--- src/rtl/pwr_pkg.sv ---
package pwr_pkg;
   typedef enum logic [1:0] {
      ST_RUN    = 2'd0,
      ST_ASLEEP = 2'd1,
      ST_WARM   = 2'd2
   } pwr_state_e;

   typedef enum logic [1:0] {
      RES_NEXT    = 2'd0,
      RES_VECTOR  = 2'd1,
      RES_RESTART = 2'd2
   } resume_e;
endpackage

--- src/rtl/wake_merge.sv ---
module wake_merge #(
   parameter int unsigned N_SRC = 8
) (
   input  logic [N_SRC-1:0] flag_i,
   input  logic [N_SRC-1:0] en_i,
   output logic             req_o
);
   logic [N_SRC-1:0] hit;

   generate
      if (N_SRC < 1) begin : g_bad_src
         $error("wake_merge: N_SRC must be at least 1");
      end
      for (genvar i = 0; i < N_SRC; i++) begin : g_src
         assign hit[i] = flag_i[i] & en_i[i];
      end
   endgenerate

   assign req_o = |hit;
endmodule

--- src/rtl/startup_timer.sv ---
module startup_timer #(
   parameter int unsigned CYCLES = 16
) (
   input  logic clk,
   input  logic rst_n,
   input  logic active_i,
   output logic done_o
);
   localparam int unsigned CNT_W = (CYCLES > 1) ? $clog2(CYCLES) : 1;
   localparam logic [CNT_W-1:0] LAST = CNT_W'(CYCLES - 1);

   generate
      if (CYCLES < 1) begin : g_bad_cycles
         $error("startup_timer: CYCLES must be at least 1");
      end
   endgenerate

   logic [CNT_W-1:0] cnt;

   always_ff @(posedge clk or negedge rst_n) begin
      if (!rst_n)          cnt <= '0;
      else if (!active_i)  cnt <= '0;
      else if (!done_o)    cnt <= cnt + 1'b1;
   end

   assign done_o = active_i && (cnt == LAST);

   // the count never passes its terminal value
   p_cnt_bound_r9: assert property (@(posedge clk) disable iff (!rst_n)
      active_i |-> (cnt <= LAST));
endmodule

--- src/rtl/pwr_status.sv ---
module pwr_status (
   input  logic clk,
   input  logic rst_n,
   input  logic sleep_do_i,
   input  logic wdt_wake_i,
   output logic pd_o,
   output logic to_o
);
   always_ff @(posedge clk or negedge rst_n) begin
      if (!rst_n) begin
         pd_o <= 1'b1;
         to_o <= 1'b1;
      end else if (sleep_do_i) begin
         pd_o <= 1'b0;
         to_o <= 1'b1;
      end else if (wdt_wake_i) begin
         to_o <= 1'b0;
      end
   end

   // once cleared, power-down stays clear until power-on reset
   p_pd_sticky_r2: assert property (@(posedge clk) disable iff (!rst_n)
      !pd_o |=> !pd_o);

   // time-out only falls through a watchdog wake
   p_to_fall_r6: assert property (@(posedge clk) disable iff (!rst_n)
      $fell(to_o) |-> $past(wdt_wake_i));
endmodule

--- src/rtl/sleep_wake_ctrl.sv ---
module sleep_wake_ctrl
   import pwr_pkg::*;
#(
   parameter int unsigned N_SRC       = 8,
   parameter int unsigned STARTUP_CYC = 16
) (
   input  logic             clk,
   input  logic             rst_n,
   input  logic             sleep_i,
   input  logic [N_SRC-1:0] int_flag_i,
   input  logic [N_SRC-1:0] int_en_i,
   input  logic             gie_i,
   input  logic             wdt_en_i,
   input  logic             wdt_to_i,
   input  logic             ext_rst_i,
   output logic             osc_en_o,
   output logic             run_o,
   output logic             wdt_clr_o,
   output logic             pd_o,
   output logic             to_o,
   output logic             resume_o,
   output logic [1:0]       resume_kind_o
);
   pwr_state_e state;
   resume_e    kind_q;
   logic       osc_q, run_q, clr_q, res_q;
   logic       wake_req, warm_done;
   logic       sleep_do, ext_wake, wdt_wake, int_wake, any_wake;

   wake_merge #(.N_SRC(N_SRC)) i_merge (
      .flag_i (int_flag_i),
      .en_i   (int_en_i),
      .req_o  (wake_req)
   );

   startup_timer #(.CYCLES(STARTUP_CYC)) i_timer (
      .clk      (clk),
      .rst_n    (rst_n),
      .active_i (state == ST_WARM),
      .done_o   (warm_done)
   );

   assign sleep_do = (state == ST_RUN) && sleep_i && !wake_req;
   assign ext_wake = (state == ST_ASLEEP) && ext_rst_i;
   assign wdt_wake = (state == ST_ASLEEP) && !ext_rst_i && wdt_to_i && wdt_en_i;
   assign int_wake = (state == ST_ASLEEP) && wake_req;
   assign any_wake = ext_wake || wdt_wake || int_wake;

   pwr_status i_status (
      .clk        (clk),
      .rst_n      (rst_n),
      .sleep_do_i (sleep_do),
      .wdt_wake_i (wdt_wake),
      .pd_o       (pd_o),
      .to_o       (to_o)
   );

   always_ff @(posedge clk or negedge rst_n) begin
      if (!rst_n) begin
         state  <= ST_RUN;
         kind_q <= RES_NEXT;
         osc_q  <= 1'b1;
         run_q  <= 1'b1;
         clr_q  <= 1'b0;
         res_q  <= 1'b0;
      end else begin
         clr_q <= sleep_do;
         res_q <= 1'b0;
         case (state)
            ST_RUN: begin
               if (sleep_do) begin
                  state <= ST_ASLEEP;
                  osc_q <= 1'b0;
                  run_q <= 1'b0;
               end
            end
            ST_ASLEEP: begin
               if (any_wake) begin
                  state <= ST_WARM;
                  osc_q <= 1'b1;
                  if (ext_wake)      kind_q <= RES_RESTART;
                  else if (wdt_wake) kind_q <= RES_NEXT;
                  else               kind_q <= gie_i ? RES_VECTOR : RES_NEXT;
               end
            end
            ST_WARM: begin
               if (ext_rst_i) kind_q <= RES_RESTART;
               if (warm_done) begin
                  state <= ST_RUN;
                  run_q <= 1'b1;
                  res_q <= 1'b1;
               end
            end
            default: state <= ST_RUN;
         endcase
      end
   end

   assign osc_en_o      = osc_q;
   assign run_o         = run_q;
   assign wdt_clr_o     = clr_q;
   assign resume_o      = res_q;
   assign resume_kind_o = kind_q;

   // a sleep with an enabled pending source leaves the core running
   p_nop_keeps_r3: assert property (@(posedge clk) disable iff (!rst_n)
      (state == ST_RUN && sleep_i && wake_req) |=> (run_o && osc_en_o && !wdt_clr_o));

   // a performed sleep stops the clock and clears the watchdog once
   p_sleep_entry_r2: assert property (@(posedge clk) disable iff (!rst_n)
      sleep_do |=> (!osc_en_o && !run_o && !pd_o && to_o && wdt_clr_o));

   p_clr_single_r2: assert property (@(posedge clk) disable iff (!rst_n)
      wdt_clr_o |=> !wdt_clr_o);

   // wake restarts the oscillator before the core
   p_wake_osc_r9: assert property (@(posedge clk) disable iff (!rst_n)
      any_wake |=> (osc_en_o && !run_o));

   p_resume_edge_r9: assert property (@(posedge clk) disable iff (!rst_n)
      resume_o |-> (run_o && $past(!run_o)));

   p_run_needs_osc_r9: assert property (@(posedge clk) disable iff (!rst_n)
      run_o |-> osc_en_o);

   // external reset wake always reports a restart
   p_ext_kind_r7: assert property (@(posedge clk) disable iff (!rst_n)
      ext_wake |=> (resume_kind_o == 2'd2));
endmodule

--- config.mk ---
export PLATFORM = sky130hd
export DESIGN_NAME = sleep_wake_ctrl
export DESIGN_NICKNAME = d
export VERILOG_FILES = /design/src/rtl/pwr_pkg.sv /design/src/rtl/wake_merge.sv /design/src/rtl/startup_timer.sv /design/src/rtl/pwr_status.sv /design/src/rtl/sleep_wake_ctrl.sv
export SDC_FILE = /design/constraint.sdc
export NUM_CORES = 1
export LEC_CHECK = 0
export ABC_CLOCK_PERIOD_IN_PS = 3000
export CORE_MARGIN = 3
export CORE_UTILIZATION = 30
export CTS_BUF_LIST = sky130_fd_sc_hd__clkbuf_4 sky130_fd_sc_hd__clkbuf_8
export DETAILED_ROUTE_END_ITERATION = 6
export PLACE_DENSITY = 0.74
export RECOVER_POWER = 25
export SLEW_MARGIN = 30
export SYNTH_ARGS = -nofsm -noshare
export SYNTH_HDL_FRONTEND = slang
export SYNTH_SLANG_ARGS = --single-unit
--- constraint.sdc ---
create_clock -name clk -period 3 [get_ports clk]
set_clock_uncertainty 0.05 [all_clocks]
set_input_delay 0.9 -clock clk [delete_from_list [all_inputs] [get_ports clk]]
set_output_delay 0.9 -clock clk [all_outputs]
set_load 0.05 [all_outputs]
==> impl_results.md, run 1 <==
* CP Capture Type: output port
* Commonest cells after routing, fill and taps aside: clkdlybuf4s50_1, dfrtp_1, nor2_1, a21oi_1, nand2_1
* Synth warn at 0
* GRT overflow at 0
* Share of layout cells above drive strength 1 at ~15%
* Final setup fails at 0
* Power Dens Cells at about 670 mW/mm^2
* Root buf cell: clkbuf_4
* Average size of a mapped cell at 10.8 um^2
* Ant diodes at 0
* Slew Limit Fails at 0
* Clock Tree Buf Depth at 2
* Startpoint types: flip-flop
* Die area at 0.00279 mm^2
* Slowest cell delay on critical path at 0.79 ns
* Port Buffers at 30
* Drc violations at 0
* GP Congestion at 0.725
* Crit. path cell count at 1
* Pre-antenna DRT Iters at 4
* Ys flop type: dfrtp_1
* DR vias at 581
* Ys async rst share at 100%
* Detail Placement HPWL at ~1100 um
* Initial antenna violation count at 0
* Worst reg2reg path depth at 4
* Register area share after synthesis at 54.1%
* Vias in the first global route at 606
* Cts repair resizes at 0
* Routed Antenna Nets at 0
* Per-cell routed wire length at 11.2 um
* #FFs+latches synth at 14
* Layout Utilization at between 50% and 60%
* Fin. Hold Viols at 0
* CP max stage cell: clkdlybuf4s50_1
* Syn Nets at 85
* Worst vdd ir at slightly above 0.0003 V
* CTS H-tree lvls at 1
* Non-filler cells, final at 122
* Pleak at 0.447 nW
* Average vias per placed instance at between 4 and 5
* Clk pin slew, worst setup/hold paths at 0.08 ns
* RSZ-0062 raised after global routing: false
* Starting Density at 32.5%
* Max_cap viols at 0
* Most common cell after layout, fill and taps aside: clkdlybuf4s50_1
* P&R area growth vs syn at 56.4%
* Fill count at 196
* Fin Setup TNS at 0 ns
* Row count at 16
* Clock Sink Count at 14
* EDFF count, synth at 0
* Critical Path AT at 1.59 ns
* Placed cells at 118
* NumNets Final at 120
* Worst hold path cell count at 2
* CP top delay family: buffers and inverters
* Hold crit path type: reg -> reg
* Largest net degree at the start of global routing at 15
* Crit Reg-Reg Endpoint: i_timer.cnt[1]
* Final Worst Setup Slack at between 0.4 and 0.5 ns
* CP startpoint: osc_en_o
* Clock latency of the later-clocked register in the worst-skew pair at around 0.27 ns
* Required @ worst endpoint at 2.05 ns
* Least-Margin Pin Slew at 0.630 ns
* CTS tree: yes
* Num ports at 31
* Postcts setup bufs at 0
* Worst flop-to-flop path startpoint: i_timer.cnt[0]
* Chip Height at 52.8 um
* Dpl ws at 0.746 ns
* Total CTS buffers at 3
* Total core area at 0.00202 mm^2
* Post-Route WL at 1360 um
* Status: finished, final reports clean
* Worst path bufs/invs at 1
* Die X at 52.8 um
* Minimum clock period at 2.54 ns
* Distinct cells, synth at 27
* Cts hold-fix bufs at 0
* Crit-path cells: clkdlybuf4s50_1
* Gr usage total at between 10% and 20%
* First-pass GRT wire length at 2350 um
* Netlist Area Pre-Place at 657 um^2
* DR iter-0 viols at 5
* Critical path class: reg -> out
* Syn Inst Count at 61
* Worst-path fanout max at 2
* Worst R2R Setup Slack at 1.70 ns
* Worst slew margin at 57.9%
* Final Cycle Share at around 85%
* Setup crit end: osc_en_o
* Fmax at 393 MHz
==> flip-flops by register name, indices dropped and copies added, names as in the netlist <==
name,cells
wdt_clr_o,1
i_timer.cnt,4
resume_o,1
i_status.pd_o,1
osc_en_o,1
i_status.to_o,1
resume_kind_o,2
run_o,1
state,2
==> kinds of logic after synthesis <==
logic type / after synthesis / synth area share, %
AOI/OAI and AO/OA: 17 / 17.7
xor gates and xnor gates: 1 / 1.33
adders and majority gates: 1 / 1.90
buffers and inverters: 2 / 1.14
DFF: 14 / 54.1
muxes: 1 / 1.52
and+or+nand+nor: 25 / 22.3
==> worst min path at each step <==
| stage | start | to | slack [ns] |
|---|---|---|---|
| after floorplan | i_timer.cnt[1] | i_timer.cnt[1] | 0.49 |
| after global placement | i_status.to_o | i_status.to_o | 0.41 |
| after detailed placement | i_status.to_o | i_status.to_o | 0.42 |
| after CTS | i_status.to_o | i_status.to_o | 0.43 |
| after global routing | i_status.to_o | i_status.to_o | 0.45 |
| final | i_status.to_o | i_status.to_o | 0.43 |
==> worst min-delay path, cell delays in order, from the launching register on <==
cell and delay (ns):
dfstp_2 0.37, o31ai_1 0.05, nand2_1 0.05
==> cells in the mapped netlist (2+ instances only) <==
cell / count / share of area [%]
a22oi_1: 4 / 4.6
nor3_1: 2 / 1.5
nand3_1: 2 / 1.5
nand2_1: 5 / 2.9
dfstp_2: 4 / 16
inv_1: 2 / 1.1
dfrtp_1: 10 / 38
nor2_1: 8 / 4.6
a21oi_1: 6 / 4.6
==> where the power goes <==
group          switching (mW)  total (mW)  internal [mW]
combinational           0.155       0.273          0.118
sequential             0.0354       0.284          0.248
clock                  0.0572       0.131         0.0737
==> metrics by stage <==
| stage | hold WS (ns) | cell area [um^2] | power, mW |
|---|---|---|---|
| 2_1_floorplan | 0.486 | 657 | 0.463 |
| 3_3_place_gp | 0.412 | 991 | 0.553 |
| 6_report | 0.429 | 1030 | 0.687 |
| 3_5_place_dp | 0.422 | 991 | 0.562 |
| 5_1_grt | 0.455 | 1030 | 0.730 |
| 4_1_cts | 0.434 | 1030 | 0.695 |
==> layout make-up <==
cell class                 instances  area, um^2  share of cell area, %
clock buffer                       4        36.3                   3.53
tap                               27        33.8                   3.29
inverter                           2        7.51                  0.731
timing repair buffer              30         300                   29.2
multi-input combinational         45         294                   28.6
sequential                        14         355                   34.6
==> layer usage <==
metal	up-vias	GRT usage, %	share of wire, %
met2	29	20.2	50
met5	-	0	0
met1	267	12.8	39
met4	0	3.83	0
met3	0	3.70	11
li1	285	-	-
Note: power is estimated with default switching activity, not from simulation.
==> run 2: changes to the inputs <==
--- a/config.mk
+++ b/config.mk
@@ -5,12 +5,12 @@
 export SDC_FILE = /design/constraint.sdc
 export NUM_CORES = 1
 export LEC_CHECK = 0
-export ABC_CLOCK_PERIOD_IN_PS = 3000
+export ABC_CLOCK_PERIOD_IN_PS = 2300
 export CORE_MARGIN = 3
 export CORE_UTILIZATION = 30
 export CTS_BUF_LIST = sky130_fd_sc_hd__clkbuf_4 sky130_fd_sc_hd__clkbuf_8
 export DETAILED_ROUTE_END_ITERATION = 6
-export PLACE_DENSITY = 0.74
+export PLACE_DENSITY = 0.76
 export RECOVER_POWER = 25
 export SLEW_MARGIN = 30
 export SYNTH_ARGS = -nofsm -noshare
==> constraint.sdc (replaced) <==
create_clock -name clk -period 2.3 [get_ports clk]
set_clock_uncertainty 0.05 [all_clocks]
set_input_delay 0.69 -clock clk [delete_from_list [all_inputs] [get_ports clk]]
set_output_delay 0.69 -clock clk [all_outputs]
set_load 0.05 [all_outputs]
==> impl_results.md, run 2 (synthesized netlist as in run 1, its figures left out) <==
* Finished Cell Area at 0.00101 mm^2 (-1.6%)
* Gr usage total at 11.5% (about the same)
* RSZ-0062 raised after global routing: false
* Total CTS buffers at 3 (unchanged)
* Root buf cell: clkbuf_4
* Fin. Hold Viols at 0 (unchanged)
* CTS H-tree lvls at 1 (unchanged)
* Largest net degree at the start of global routing at 15 (unchanged)
* Clock Sink Count at 14 (unchanged)
* Postcts setup bufs at 0 (unchanged)
* Max reg flops at 4 (unchanged)
* Ant diodes at 0 (unchanged)
* Vias in the first global route at 599 (-1.2%)
* Clock Tree Buf Depth at 2 (unchanged)
* Crit-path cells: clkdlybuf4s50_1
* Critical path class: reg -> out
* Total core area at 0.00202 mm^2 (unchanged)
* Per-cell routed wire length at 11.5 um (+2.6%)
* GRT overflow at 0 (unchanged)
* Met3 usage at 2.85% (-0.85 points)
* Die X at 52.8 um (unchanged)
* Total power at 865 uW (+26%)
* Num ports at 31 (unchanged)
* First-pass GRT wire length at 2300 um (-2.3%)
* Switch share at 36.9% (+0.85 points)
* Psw at 319 uW (+29%)
* Worst reg2reg path depth at 4 (unchanged)
* Status: finished, final reports clean
* Worst path bufs/invs at 1 (unchanged)
* Most common cell after layout, fill and taps aside: clkdlybuf4s50_1
* Port Buffers at 30 (unchanged)
* Largest Register: i_timer.cnt
* Share of layout cells above drive strength 1 at 18.9% (+4.2 points)
* Clk pwr share at 17.7% (-1.3 points)
* Int Pwr at 546 uW (+24%)
* Area after DPL at 981 um^2 (-1.0%)
* Hold crit path type: reg -> reg
* Pre-antenna DRT Iters at 2 (-2)
* Least-Margin Pin Slew at 0.601 ns (-0.0293 ns)
* CP max stage cell: clkdlybuf4s50_1
* Power Dens Cells at 856 mW/mm^2 (+28%)
* Worst flop-to-flop path startpoint: i_timer.cnt[0]
* Minimum clock period at about 2.2 ns
* Final Cycle Share at 94.8%
* Worst-path fanout max at 2 (unchanged)
* Layer with the highest usage: met2
* Critical hold path startpoint: i_status.to_o
* Required @ worst endpoint at 1.56 ns (-0.49 ns)
* DR vias at 575 (-1.0%)
* Die area at 0.00279 mm^2 (unchanged)
* Clk pin slew, worst setup/hold paths at 0.08 ns (about the same)
* Slowest cell delay on critical path at 0.80 ns (about the same)
* DR iter-0 viols at 6 (+1)
* Routed Antenna Nets at 0 (unchanged)
* Comb pwr share at 39.5% (-0.2 points)
* CP Capture Type: output port
* Worst vdd ir at 0.000444 V (+44%)
* Slew Limit Fails at 0 (unchanged)
* Starting Density at 32.5% (unchanged)
* Row count at 16 (unchanged)
* Met1 Resource Use GR at 11.7% (-1.1 points)
* Average vias per placed instance at 4.71 (-1.0%)
* Post-Route WL at 1400 um (+2.6%)
* Critical Path AT at 1.44 ns (-0.15 ns)
* Cts hold-fix bufs at 0 (unchanged)
* Global routing usage on met2 at 20.9% (+0.62 points)
* P&R area growth vs syn at 53.9%
* Clock latency of the later-clocked register in the worst-skew pair at 0.28 ns (about the same)
* Fmax at 458 MHz
* Sequential share of power at 42.9% (+1.6 points)
* Drc violations at 0 (unchanged)
* Commonest cells after routing, fill and taps aside: clkdlybuf4s50_1, dfrtp_1, nor2_1, a21oi_1, nand2_1
* NumNets Final at 120 (unchanged)
* Initial antenna violation count at 0 (unchanged)
* Max_cap viols at 0 (unchanged)
* Pleak at 0.449 nW (+0.47%)
* Worst hold path cell count at 2 (unchanged)
* GP Congestion at 0.739 (+1.9%)
* Hold Path Sink: i_status.to_o
* Chip Height at 52.8 um (unchanged)
* Fin Setup TNS at 0 ns (unchanged)
* Crit Reg-Reg Endpoint: i_timer.cnt[1]
* Worst slew margin at 59.8% (+2.0 points)
* Cts repair resizes at 0 (unchanged)
* Startpoint types: flip-flop
* CTS tree: yes
* Final setup fails at 0 (unchanged)
* CP top delay family: buffers and inverters
* Worst R2R Setup Slack at 1.01 ns (-0.69 ns)
* Detail Placement HPWL at 1170 um (+3.1%)
run 2: cell type report:
type	count	area [um^2]
repair buffers	30	290
flip-flops and latches	14	355
clock buffers	4	30.0
multi-input cells	45	294
well taps	27	33.8
fillers	191	1010
inverters	2	7.51
run 2: routing by layer:
layer  vias up  wire length (um)
met1       257               509
li1        286                 -
met4         0                30
met5         -                 0
met2        28               714
met3         4               144
run 2: how the worst max path moves through the flow:
stage | startpoint | endpoint | slack, ns | depth (start not counted)
floorplan | int_flag_i[0] | osc_en_o | 0.79 | 4
global placement | int_flag_i[0] | osc_en_o | 0.28 | 5
detailed placement | int_flag_i[0] | osc_en_o | 0.28 | 5
CTS | resume_kind_o[1] | resume_kind_o[1] | 0.1 | 1
global route | resume_kind_o[1] | resume_kind_o[1] | 0.08 | 1
finish | resume_kind_o[1] | resume_kind_o[1] | 0.12 | 1
run 2: power groups by stage:
stage	registers, mW	logic [mW]	clock network [mW]
floorplan	0.477	0.126	0
global placement	0.373	0.346	0
detailed placement	0.375	0.349	0
CTS	0.372	0.349	0.159
global route	0.381	0.372	0.168
finish	0.371	0.342	0.153
run 2: stage by stage:
| stage | worst slack, ns | std cells | hold slack [ns] | utilization [%] |
|---|---|---|---|---|
| after floorplan | 0.786 | 61 | 0.344 | - |
| after global placement | 0.283 | 118 | 0.419 | 48.5 |
| after detailed placement | 0.279 | 118 | 0.426 | 48.5 |
| after CTS | 0.0994 | 122 | 0.436 | 50.0 |
| after global routing | 0.0756 | 122 | 0.454 | 50.0 |
| final | 0.119 | 122 | 0.432 | 50.0 |
==> run 3: changes to the inputs <==
--- a/config.mk
+++ b/config.mk
@@ -5,12 +5,12 @@
 export SDC_FILE = /design/constraint.sdc
 export NUM_CORES = 1
 export LEC_CHECK = 0
-export ABC_CLOCK_PERIOD_IN_PS = 2300
+export ABC_CLOCK_PERIOD_IN_PS = 2200
 export CORE_MARGIN = 3
 export CORE_UTILIZATION = 30
 export CTS_BUF_LIST = sky130_fd_sc_hd__clkbuf_4 sky130_fd_sc_hd__clkbuf_8
 export DETAILED_ROUTE_END_ITERATION = 6
-export PLACE_DENSITY = 0.76
+export PLACE_DENSITY = 0.74
 export RECOVER_POWER = 25
 export SLEW_MARGIN = 30
 export SYNTH_ARGS = -nofsm -noshare
==> constraint.sdc (replaced) <==
create_clock -name clk -period 2.2 [get_ports clk]
set_clock_uncertainty 0.05 [all_clocks]
set_input_delay 0.66 -clock clk [delete_from_list [all_inputs] [get_ports clk]]
set_output_delay 0.66 -clock clk [all_outputs]
set_load 0.05 [all_outputs]
==> impl_results.md, run 3 (synthesized netlist as in run 1, its figures left out) <==
* Startpoint types: flip-flop
* Initial antenna violation count at 0 (unchanged)
* Root buf cell: clkbuf_4
* Clk pwr share at 19.9% (+2.2 points)
* CTS tree: yes
* M1 wire length at 540 um (+6.1%)
* Sequential Area at 355 um^2 (unchanged)
* Least-Margin Pin Slew at 0.599 ns (-0.00168 ns)
* Slowest cell delay on critical path at 0.79 ns (about the same)
* Most common cell after layout, fill and taps aside: clkdlybuf4s50_1
* Clock Tree Buf Depth at 2 (unchanged)
* Slew Limit Fails at 0 (unchanged)
* DR iter-0 viols at 6 (unchanged)
* Met3 WL at 151 um (+4.9%)
* Pre-antenna DRT Iters at 2 (unchanged)
* Area after DPL at 976 um^2 (-0.51%)
* CP max stage cell: clkdlybuf4s50_1
* Clk pin slew, worst setup/hold paths at 0.08 ns (about the same)
* Hold Slack at 0.435 ns (+0.00317 ns)
* Critical Path AT at 1.39 ns (-0.05 ns)
* Post-Route WL at 1380 um (-1.0%)
* Num ports at 31 (unchanged)
* Crit-path cells: clkdlybuf4s50_1
* Fin Setup TNS at 0 ns (unchanged)
* Finished Cell Area at 0.00101 mm^2 (+0.12%)
* Worst flop-to-flop path startpoint: i_timer.cnt[0]
* Fin. Hold Viols at 0 (unchanged)
* DR vias at 586 (+1.9%)
* Fmax at 476 MHz
* Worst slew margin at 59.9% (+0.11 points)
* Share of layout cells above drive strength 1 at 21.1% (+2.1 points)
* Chip Height at 52.8 um (unchanged)
* Met2 routed WL at 692 um (-3.1%)
* Final Worst Setup Slack at 0.101 ns (-0.0173 ns)
* P&R area growth vs syn at 54.1%
* Dpl ws at 0.210 ns (-0.0681 ns)
* Power Dens Cells at 922 mW/mm^2 (+7.8%)
* Multi-input logic area at 294 um^2 (unchanged)
* First-pass GRT wire length at 2300 um (+0.30%)
* Cts repair resizes at 0 (unchanged)
* CTS H-tree lvls at 1 (unchanged)
* Psw at 345 uW (+8.1%)
* Clock latency of the later-clocked register in the worst-skew pair at 0.28 ns (about the same)
* Total core area at 0.00202 mm^2 (unchanged)
* Drc violations at 0 (unchanged)
* Hold crit path type: reg -> reg
* GRT overflow at 0 (unchanged)
* Final Cycle Share at 95.4%
* Die X at 52.8 um (unchanged)
* CP top delay family: buffers and inverters
* Final setup fails at 0 (unchanged)
* Highest signal layer in the routed design: met3
* Sequential share of power at 41.7% (-1.2 points)
* Worst vdd ir at 0.000483 V (+8.9%)
* Ant diodes at 0 (unchanged)
* Commonest cells after routing, fill and taps aside: clkdlybuf4s50_1, dfrtp_1, nor2_1, a21oi_1, buf_4
* Status: finished, final reports clean
* Max reg flops at 4 (unchanged)
* Comb pwr share at 38.4% (-1.1 points)
* Fill count at 201 (+5.2%)
* Required @ worst endpoint at 1.49 ns (-0.07 ns)
* Layout Utilization at 50.1% (+0.062 points)
* Max_cap viols at 0 (unchanged)
* Worst path bufs/invs at 1 (unchanged)
* Die area at 0.00279 mm^2 (unchanged)
* Total CTS buffers at 3 (unchanged)
* CP startpoint: resume_o
* Vias in the first global route at 594 (-0.83%)
* Starting Density at 32.5% (unchanged)
* Port Buffers at 30 (unchanged)
* Average vias per placed instance at 4.80 (+1.9%)
* Postcts setup bufs at 0 (unchanged)
* Routed Antenna Nets at 0 (unchanged)
* Per-cell routed wire length at 11.3 um (-1.0%)
* Critical path class: reg -> out
* Int Pwr at 589 uW (+7.7%)
* Critical hold path startpoint: i_status.to_o
* Gr usage total at 11.0% (-0.49 points)
* Switch share at 37.0% (+0.088 points)
* Row count at 16 (unchanged)
* CP Capture Type: output port
* Minimum clock period at about 2.1 ns
* GP Congestion at 0.723 (-2.1%)
* Worst-path fanout max at 1 (-1)
* Largest net degree at the start of global routing at 15 (unchanged)
* Clock Sink Count at 14 (unchanged)
* Largest Register: i_timer.cnt
* Cts hold-fix bufs at 0 (unchanged)
* RSZ-0062 raised after global routing: false
* Detail Placement HPWL at 1120 um (-4.0%)
* NumNets Final at 120 (unchanged)
* Pleak at 0.453 nW (+0.98%)
[run 3: worst min-delay path: cells and delay by family, from the launching register on]
kind / cells / cell delay [ns]
AO/OA/AOI/OAI: 1 / 0.06
flip-flops: 1 / 0.38
AND/OR/NAND/NOR: 1 / 0.05
[run 3: layout make-up]
class | instances | area share, %
inverters | 2 | 0.742
well taps | 27 | 3.34
multi-input cells | 45 | 29.0
clock buffers | 4 | 3.58
repair buffers | 30 | 28.2
flip-flops and latches | 14 | 35.1
[run 3: metrics by stage]
stage	power (mW)	std cells
2_1_floorplan	0.631	61
3_3_place_gp	0.750	118
3_5_place_dp	0.759	118
4_1_cts	0.948	122
5_1_grt	0.985	122
6_report	0.934	122
[run 3: path summary, 6_finish.rpt]
| kind | depth (start not counted) | to | slack, ns |
|---|---|---|---|
| setup / recovery | 1 | resume_o | 0.10 |
| hold / removal | 2 | i_status.to_o | 0.44 |
| setup reg to reg | 5 | run_o | 0.87 |
| hold reg to reg | 2 | i_status.to_o | 0.44 |
| max in group asynchronous | 1 | state[1] | 0.94 |
| min in group asynchronous | 1 | i_timer.cnt[3] | 0.77 |
[run 3: routing by layer]
| layer | up-vias | track usage (%) |
|---|---|---|
| li1 | 286 | - |
| met1 | 274 | 11.2 |
| met2 | 26 | 20.5 |
| met3 | 0 | 2.85 |
| met4 | 0 | 5.11 |
| met5 | - | 0 |
[run 3: power groups by stage]
stage	logic, mW	registers [mW]	clock network [mW]
floorplan	0.132	0.499	0
global placement	0.358	0.392	0
detailed placement	0.365	0.394	0
CTS	0.365	0.390	0.193
global route	0.386	0.398	0.201
finish	0.359	0.389	0.186
